**src/rtl/ttx_pkg.sv**
```systemverilog
// Package: shared constants and types for the teletext request generator.
// Assumes nothing beyond being compiled before the modules that import it.
package ttx_pkg;

    // TV standard used to choose the default request position
    typedef enum logic {
        TV_625 = 1'b0,
        TV_525 = 1'b1
    } tv_std_e;

    // Recommended request start positions in pixel clocks
    localparam int PAL_REQ_POS  = 66;
    localparam int NTSC_REQ_POS = 84;

    // Smallest legal request-to-data latency in clocks
    localparam int MIN_REQ_LAT  = 2;

endpackage

```
**src/rtl/ttx_line_cfg.sv**
```systemverilog
// Module: ttx_line_cfg
// Captures the per-line settings at line start. It resolves a zero start
// to the standard default and clamps the latency to its minimum. It also
// keeps the "armed" flag that allows exactly one request per line.
// Assumes MASK_N is a power of two so that every line_idx value is in range.
module ttx_line_cfg
    import ttx_pkg::*;
#(
    parameter int PIX_W  = 11,
    parameter int DLY_W  = 4,
    parameter int LEN_W  = 9,
    parameter int MASK_N = 32,
    parameter int IDX_W  = $clog2(MASK_N)
) (
    input  logic             clk,
    input  logic             rst_n,
    input  logic             line_start,
    input  logic             fired,
    input  logic             ins_en,
    input  tv_std_e          std_sel,
    input  logic [PIX_W-1:0] req_start,
    input  logic [DLY_W-1:0] req_delay,
    input  logic [LEN_W-1:0] req_len,
    input  logic [MASK_N-1:0] line_mask,
    input  logic [IDX_W-1:0] line_idx,
    output logic [PIX_W-1:0] start_q,
    output logic [DLY_W-1:0] dly_q,
    output logic [LEN_W-1:0] len_q,
    output logic             armed_q
);

    localparam logic [PIX_W-1:0] POS_625 = PIX_W'(PAL_REQ_POS);
    localparam logic [PIX_W-1:0] POS_525 = PIX_W'(NTSC_REQ_POS);
    localparam logic [DLY_W-1:0] LAT_MIN = DLY_W'(MIN_REQ_LAT);

    logic [PIX_W-1:0] start_eff;
    logic [DLY_W-1:0] dly_eff;
    logic             line_ok;

    // Resolve the default start, clamp the latency, and look up line gating
    always_comb begin
        if (req_start == '0) begin
            start_eff = (std_sel == TV_525) ? POS_525 : POS_625;
        end else begin
            start_eff = req_start;
        end
        dly_eff = (req_delay < LAT_MIN) ? LAT_MIN : req_delay;
        line_ok = ins_en && line_mask[line_idx];
    end

    // Latch settings at line start; disarm once the request has fired
    always_ff @(posedge clk) begin
        if (!rst_n) begin
            start_q <= POS_625;
            dly_q   <= LAT_MIN;
            len_q   <= '0;
            armed_q <= 1'b0;
        end else if (line_start) begin
            start_q <= start_eff;
            dly_q   <= dly_eff;
            len_q   <= req_len;
            armed_q <= line_ok;
        end else if (fired) begin
            armed_q <= 1'b0;
        end
    end

endmodule

```
**src/rtl/ttx_pulse_run.sv**
```systemverilog
// Module: ttx_pulse_run
// Produces a registered run of run_len high cycles, starting in the cycle
// after a go pulse. A go with run_len of 0 is ignored.
// Assumes go does not arrive again while a run is still in progress.
module ttx_pulse_run #(
    parameter int LEN_W = 9
) (
    input  logic             clk,
    input  logic             rst_n,
    input  logic             go,
    input  logic [LEN_W-1:0] run_len,
    output logic             active
);

    logic [LEN_W-1:0] remain;

    // Load the run on go, then count the remaining cycles down to zero
    always_ff @(posedge clk) begin
        if (!rst_n) begin
            active <= 1'b0;
            remain <= '0;
        end else if (go && (run_len != '0)) begin
            active <= 1'b1;
            remain <= run_len - LEN_W'(1);
        end else if (active) begin
            if (remain == '0) begin
                active <= 1'b0;
            end else begin
                remain <= remain - LEN_W'(1);
            end
        end
    end

endmodule

```
**src/rtl/ttx_lat_timer.sv**
```systemverilog
// Module: ttx_lat_timer
// After a start pulse, emits a single-cycle pulse timed so that a following
// ttx_pulse_run starts exactly lat clocks after the run that the same start
// pulse launched.
// Assumes lat >= 2. The caller clamps it.
module ttx_lat_timer #(
    parameter int DLY_W = 4
) (
    input  logic             clk,
    input  logic             rst_n,
    input  logic             start,
    input  logic [DLY_W-1:0] lat,
    output logic             due
);

    logic             pending;
    logic [DLY_W-1:0] wait_cnt;

    // Count the latency down and raise due one clock before the strobe starts
    always_ff @(posedge clk) begin
        if (!rst_n) begin
            pending  <= 1'b0;
            wait_cnt <= '0;
            due      <= 1'b0;
        end else begin
            due <= 1'b0;
            if (start) begin
                pending  <= 1'b1;
                wait_cnt <= lat;
            end else if (pending) begin
                if (wait_cnt == DLY_W'(2)) begin
                    due     <= 1'b1;
                    pending <= 1'b0;
                end else begin
                    wait_cnt <= wait_cnt - DLY_W'(1);
                end
            end
        end
    end

endmodule

```
**src/rtl/ttx_req_gen.sv**
```systemverilog
// Module: ttx_req_gen (top)
// Teletext data request generator. It captures the settings at pixel 0 and
// fires a request when the pixel counter reaches the captured start. A data
// valid strobe of the same length follows the captured latency later.
// Assumes pix_cnt advances by one each clock, is 0 for exactly one clock per
// line, and that start + latency + length fits inside the line.
module ttx_req_gen
    import ttx_pkg::*;
#(
    parameter int PIX_W  = 11,
    parameter int DLY_W  = 4,
    parameter int LEN_W  = 9,
    parameter int MASK_N = 32,
    parameter int IDX_W  = $clog2(MASK_N)
) (
    input  logic              clk,
    input  logic              rst_n,
    input  logic              ins_en,
    input  logic              std_ntsc,
    input  logic [PIX_W-1:0]  req_start,
    input  logic [DLY_W-1:0]  req_delay,
    input  logic [LEN_W-1:0]  req_len,
    input  logic [MASK_N-1:0] line_mask,
    input  logic [IDX_W-1:0]  line_idx,
    input  logic [PIX_W-1:0]  pix_cnt,
    output logic              ttx_req,
    output logic              bit_valid
);

    logic             line_start;
    logic             fire;
    logic             valid_due;
    logic [PIX_W-1:0] start_q;
    logic [DLY_W-1:0] dly_q;
    logic [LEN_W-1:0] len_q;
    logic             armed_q;
    tv_std_e          std_sel;

    // Decode line start, the standard select and the request fire condition
    always_comb begin
        line_start = (pix_cnt == '0);
        std_sel    = tv_std_e'(std_ntsc);
        fire       = armed_q && !line_start && (pix_cnt == start_q) && (len_q != '0);
    end

    ttx_line_cfg #(
        .PIX_W (PIX_W),
        .DLY_W (DLY_W),
        .LEN_W (LEN_W),
        .MASK_N(MASK_N),
        .IDX_W (IDX_W)
    ) u_cfg (
        .clk       (clk),
        .rst_n     (rst_n),
        .line_start(line_start),
        .fired     (fire),
        .ins_en    (ins_en),
        .std_sel   (std_sel),
        .req_start (req_start),
        .req_delay (req_delay),
        .req_len   (req_len),
        .line_mask (line_mask),
        .line_idx  (line_idx),
        .start_q   (start_q),
        .dly_q     (dly_q),
        .len_q     (len_q),
        .armed_q   (armed_q)
    );

    ttx_pulse_run #(.LEN_W(LEN_W)) u_req_run (
        .clk    (clk),
        .rst_n  (rst_n),
        .go     (fire),
        .run_len(len_q),
        .active (ttx_req)
    );

    ttx_lat_timer #(.DLY_W(DLY_W)) u_lat (
        .clk  (clk),
        .rst_n(rst_n),
        .start(fire),
        .lat  (dly_q),
        .due  (valid_due)
    );

    ttx_pulse_run #(.LEN_W(LEN_W)) u_valid_run (
        .clk    (clk),
        .rst_n  (rst_n),
        .go     (valid_due),
        .run_len(len_q),
        .active (bit_valid)
    );

endmodule

```
**config.mk**
```make
export PLATFORM = sky130hd
export DESIGN_NAME = ttx_req_gen
export DESIGN_NICKNAME = d
export VERILOG_FILES = /design/src/rtl/ttx_pkg.sv /design/src/rtl/ttx_line_cfg.sv /design/src/rtl/ttx_pulse_run.sv /design/src/rtl/ttx_lat_timer.sv /design/src/rtl/ttx_req_gen.sv
export SDC_FILE = /design/constraint.sdc
export NUM_CORES = 1
export LEC_CHECK = 0
export BUFFER_PORTS_ARGS = -buffer_cell sky130_fd_sc_hd__buf_2
export CORE_UTILIZATION = 54
export CTS_BUF_LIST = sky130_fd_sc_hd__clkbuf_8
export CTS_CLUSTER_SIZE = 20
export DETAILED_ROUTE_END_ITERATION = 8
export GPL_ROUTABILITY_DRIVEN = 0
export PLACE_DENSITY = 0.89
export SYNTH_ARGS = -nofsm -noshare
export SYNTH_HDL_FRONTEND = slang
export SYNTH_SLANG_ARGS = --single-unit
```
**constraint.sdc**
```tcl
create_clock -name clk -period 2.7 [get_ports clk]
set_input_delay 0.54 -clock clk [delete_from_list [all_inputs] [get_ports clk]]
set_output_delay 0.54 -clock clk [all_outputs]
set_load 0.01 [all_outputs]
```
Yosys cells after proc, flatten, opt, wreduce, memory -nomap -nowiden
Index checks and enable logic that the tools add are counted.

cells by class
  add/sub/neg operators = 4
  $lt $le $gt $ge = 2
  eq/ne operators = 5
  muxes and demuxes = 26
  bitwise gates (word level) = 2
  reductions and logical operators = 20

operators by type and width
  cell                 count
  $mux 9               6
  $sub 9x1->9 const B  3
  $logic_not 11->1     2
  $logic_not 9->1      2
  $mux 4               4
  $mux 1               13
  $eq 11x11->1         1
  $mux 11              1
  $reduce_bool 9->1    1
  $reduce_bool 2->1    4
  $logic_and 1x1->1    6
  $lt 5x6->1 const B   1
  $reduce_and 2->1     3
  $bmux 1 s5           1
  $mux 5               1
  $eq 4x2->1 const B   1
  $lt 4x2->1 const B   1
  $ne 2x1->1 const B   2
  $sub 4x1->4 const B  1
  $reduce_or 3->1      1
  $ne 2x2->1 const B   1
  $not 1->1            2
  $logic_not 1->1      1

storage, ports and cells
  bits in registers = 51
  input port bits = 76
  output and inout bits = 2
  logic and storage cells = 70

Depth between registers and ports, before layout
  depth after elaboration = 8
  depth in mapped cells = 9
  depth with buffers taken out = 7

Hierarchy
A second synthesis with hierarchy kept.

unflattened totals
  cell total of the unflattened synthesis = 381
  area total of the unflattened synthesis = 3367.0 um2

modules (own cells, without submodules)
  module         instances  cells each  area an instance (um2)  sequential area each (um2)
  ttx_pulse_run  2          100         793.3                   200.2
  ttx_line_cfg   1          118         1266.2                  500.5
  ttx_lat_timer  1          40          329.1                   120.1
  ttx_req_gen    1          23          185.2                   0.0

Least setup slack after synthesis
Ideal clock, no wire load.

  kind = flip-flop to flip-flop
  start point = register u_req_run.remain[0]
  end point = register u_req_run.remain[1]
  library setup time = 0.058 ns
  data arrival time = 2.019 ns
  data required time = 2.642 ns
  path slack = 0.623 ns
  cell stages (with the launch flop) = 8
  path buffers = 0
  period minus slack after synthesis = 2.077 ns
  cell sequence = dfxtp_1 -> inv_1 -> ha_1 -> or4b_2 -> o21ai_4 -> mux2_2 -> a21oi_1 -> o21a_1

between the ends
  word-level cells in the longest chain between the ends = 4
  elaborated cells on any way between the ends = 7
  classes of those cells = 1 x add/sub; 1 x eq/ne; 3 x mux; 2 x reduce/logical

ends and longest elaborated chain
  item                    line                 source
  from (decl)             ttx_pulse_run.sv:15  logic [LEN_W-1:0] remain;
  from (signal assigned)  ttx_pulse_run.sv:24  remain <= run_len - LEN_W'(1);
  from (signal assigned)  ttx_pulse_run.sv:29  remain <= remain - LEN_W'(1);
  $sub 9x1->9             ttx_pulse_run.sv:29
  $mux 9                  ttx_pulse_run.sv:26  if (remain == '0) begin
  $mux 9                  ttx_pulse_run.sv:25  end else if (active) begin
  $mux 9                  ttx_pulse_run.sv:22  end else if (go && (run_len != '0)) begin

Several ways; a longest one is shown, not always the timed one. The select of a mux whose other input is x is not followed.
A chain may end at the register's enable or synchronous reset.

Final worst setup path
  start point = register u_cfg.len_q[0]
  end point = register u_valid_run.remain[1]

between the ends
  word-level cells in the longest chain between the ends = 4
  elaborated cells on any way between the ends = 7
  classes of those cells = 1 x add/sub; 1 x eq/ne; 1 x mux; 4 x reduce/logical

ends and longest elaborated chain
  item                                                                 line                 source
  from (decl)                                                          ttx_line_cfg.sv:28   output logic [LEN_W-1:0] len_q,
  from (signal assigned)                                               ttx_line_cfg.sv:61   len_q <= req_len;
  parallel branches: the longest is 4 deep, another holds $sub 9x1->9  n/a
  to (signal assigned)                                                 ttx_pulse_run.sv:24
  to (signal assigned)                                                 ttx_pulse_run.sv:29
  to (decl)                                                            ttx_pulse_run.sv:15

Parallel ways; which one is timed is not known.

==> out/results.ini <==
[yosys]
yosys-top-cells-count=51 x dfxtp_1, 50 x nand2_1, 36 x a21oi_1
syn_nets=420
post-synth-top-count-cell=dfxtp_1
syn_area_mm2=0.00286
ys_types=51
yosysWarnings=0
yosysTopAreaCellShare_pct=35.7
synth_edf_count=0
ys.flop_type=dfxtp_1
synth_area_leaders=dfxtp_1 36%, nand2_1 6.6%, a21oi_1 6.3%, xor2_1 5.8%, mux4_2 4.7%
async_reset_ff_share_pct=0
synth_largest_area_cell=dfxtp_1
synth_area_per_cell_um2=8.44
ys_ff_latch=51
netlist_instances=339
ys_seq_area_share_pct=35.7

[finish]
area_growth_pct=17.8
final_nets=489
final_cell_area_mm2=0.00337
drive_above_1_share_pct=27.4
nFillCells=412
antennaDiodeCount=0

[power_and_ir_drop]
switching_power_w=0.000331
ir_drop_mv=0.346
seqPwrFrac_pct=56.0
combPwrFrac_pct=9.8
p_leak_nw=1.29
clkPwrFrac_pct=34.2
swShare_pct=24.7
power.density_mw_per_mm2=398
internal_power_w=0.00101

[sta]
fin_crit_ns=2.28
fmax_ghz=0.438
rsz0062_at_grt=false
fin_skew_ns=0.0105
slew_viol_final=0
worst_pin_slew_ns=0.556
slew_headroom_pct=63.0
setup_tns_ns=0
finalSetupViolations=0
period_share_pct=84.5
hold_viol_final=0

[worst_setup_path]
worstReg2RegStart=u_cfg.len_q[0]
cp-start-kind=flip-flop
reg2reg_to=u_valid_run.remain[1]
reg2regPathDepth=7
worstPathRequired_ns=2.93
end_kind=flip-flop
worstPathCellList=inv_1 -> ha_1 -> nand2b_1 -> nor4b_1 -> nand2b_1 -> o211ai_1 -> a21oi_1
worstPathArrival_ns=2.52
r2r_slack_ns=0.42
slowest_stage=nand2b_1
critical_path_class=flip-flop to flip-flop
cp_max_fo=18
cpPeakStageDelay_ns=0.53
cp_common_cell=nand2b_1

[clock_tree]
cts_hold_buf=0
cts_setup_buffers=0
h-tree-depth=2
post_cts_resized=0
cts_buffer_depth=2
cts_tree=yes
clkSinkCount=51
insertion_delay_ns=0.32
clk_pin_slew_ns=0.10
numCtsBuffers=5
cts-root-buf=clkbuf_8

[place]
dp_hpwl_mm=5.18
postPlaceCellArea_mm2=0.00328
io_buffers=77

[global_routing]
grt_use_met3_pct=4.69
grt_use_total_pct=27.2
grt_pass1_vias=2582
antenna_found_initial=0
grt_pass1_wl_mm=11.6
top_usage_layer=met2
met1_usage_pct=34.6
gr-usage-met2_pct=46.0
grt_max_degree=26
overflow=0

[detailed_routing]
vias=2778
ant_nets=0
drt-initial-drc-count=151
vias_per_cell=5.80
wl_per_cell_um=14.4
wl_mm=6.92
firstDrtPassIters=5
drc=0

[run_status]
status=complete, no violations

[hold_path]
min_from=req_len[1]
holdPathStages=3
hold_end=u_cfg.len_q[1]
hp-class=primary input to flip-flop

[floorplanning]
dieArea_mm2=0.00559
fp.dieW_um=74.8
start_util_pct=56.0
die_y_um=74.8
io_pins=78
rows=26
coreArea_mm2=0.00511

[run]
cap_violations=0

[power by group through the flow]
stage	registers (W)	clock network [W]	logic [W]
floorplan	0.000769	0	0.0000597
global placement	0.000769	0	0.000126
detailed placement	0.000769	0	0.000130
CTS	0.000752	0.000466	0.000131
global route	0.000752	0.000493	0.000143
finish	0.000752	0.000459	0.000132
[flip-flops by register name, indices dropped and copies added (netlist names)]
name	cells
u_req_run.remain	9
u_valid_run.remain	9
u_cfg.start_q	11
u_valid_run.active	1
u_cfg.armed_q	1
u_lat.wait_cnt	4
u_lat.due	1
u_lat.pending	1
u_req_run.active	1
u_cfg.dly_q	4
u_cfg.len_q	9
[cell families (layout without fill, tap and decap cells)]
group / count (synthesis) / after routing / synth area share [%]
and+or+nand+nor: 122 / 122 / 21.6
AOI/OAI and AO/OA: 86 / 86 / 19.1
DFF: 51 / 51 / 35.7
xor gates and xnor gates: 30 / 30 / 9.18
buffers and inverters: 30 / 100 / 4.24
muxes: 15 / 15 / 8.00
adders and majority gates: 5 / 5 / 2.19
[final cells by class]
| cell class | instances | area (um2) | area share (%) |
|---|---|---|---|
| Tap cell | 70 | 87.6 | 2.60 |
| Clock inverter | 3 | 22.5 | 0.668 |
| Inverter | 12 | 45.0 | 1.34 |
| Sequential cell | 51 | 1020 | 30.3 |
| Timing Repair Buffer | 80 | 408 | 12.1 |
| Clock buffer | 5 | 68.8 | 2.04 |
| Multi-Input combinational cell | 258 | 1720 | 51.0 |
[worst max-delay path: cells and delay by family (launching register included)]
| family | cells | cell delay, ns |
|---|---|---|
| AO/OA/AOI/OAI | 2 | 0.34 |
| AND/OR/NAND/NOR | 3 | 1.12 |
| adder cells (fa/ha/maj) | 1 | 0.25 |
| flip-flops | 1 | 0.36 |
| buffers and inverters | 1 | 0.13 |
[worst max path at each step]
stage	slack, ns	cells past startpoint	to	start
final	0.42	7	u_valid_run.remain[1]	u_cfg.len_q[0]
after global routing	0.14	7	u_valid_run.remain[2]	u_cfg.len_q[0]
after CTS	0.45	7	u_valid_run.remain[1]	u_cfg.len_q[0]
after detailed placement	0.50	7	u_req_run.remain[1]	u_req_run.remain[0]
after global placement	0.50	6	u_cfg.armed_q	pix_cnt[9]
after floorplan	0.62	7	u_req_run.remain[1]	u_req_run.remain[0]
[layer usage]
metal  up-vias  part of all wire [%]
li1       1358                     -
met1      1316                    42
met2        91                    51
met3        13                   5.2
met4         0                   1.7
met5         -                     0
[through the flow]
stage | instances | hold slack (ns) | total power [W] | util (%) | worst slack, ns
CTS | 479 | 0.445 | 0.00135 | 66.0 | 0.451
floorplan | 339 | 0.430 | 0.000829 | - | 0.623
detailed placement | 471 | 0.449 | 0.000900 | 64.2 | 0.499
global route | 479 | 0.455 | 0.00139 | 66.0 | 0.138
global placement | 471 | 0.444 | 0.000895 | 64.2 | 0.498
finish | 479 | 0.447 | 0.00134 | 66.0 | 0.417
[layout by cell type (no fill, tap or decap), types with 2 or more instances in the layout]
master | synthesis | layout
and3_1 | 4 | 4
nand3_1 | 8 | 8
buf_4 | 1 | 3
nor2_1 | 13 | 13
nor3_1 | 19 | 19
nand2b_1 | 2 | 2
xor2_1 | 19 | 19
or2_2 | 2 | 2
o21a_1 | 3 | 3
o21ai_0 | 16 | 16
dfxtp_1 | 51 | 51
clkbuf_8 | 0 | 5
o221a_2 | 2 | 2
xnor2_1 | 11 | 11
inv_1 | 11 | 11
mux2i_1 | 6 | 6
nand4_1 | 2 | 2
o31ai_1 | 6 | 6
a211oi_1 | 7 | 7
nor4b_1 | 2 | 2
a21oi_1 | 36 | 36
buf_2 | 4 | 77
nor4_1 | 8 | 8
inv_6 | 0 | 2
mux4_2 | 6 | 6
a31oi_1 | 2 | 2
ha_1 | 5 | 5
o211ai_1 | 4 | 4
mux2_2 | 3 | 3
or4b_2 | 2 | 2
nand2_1 | 50 | 50
Power figures use the tool's default switching activity.
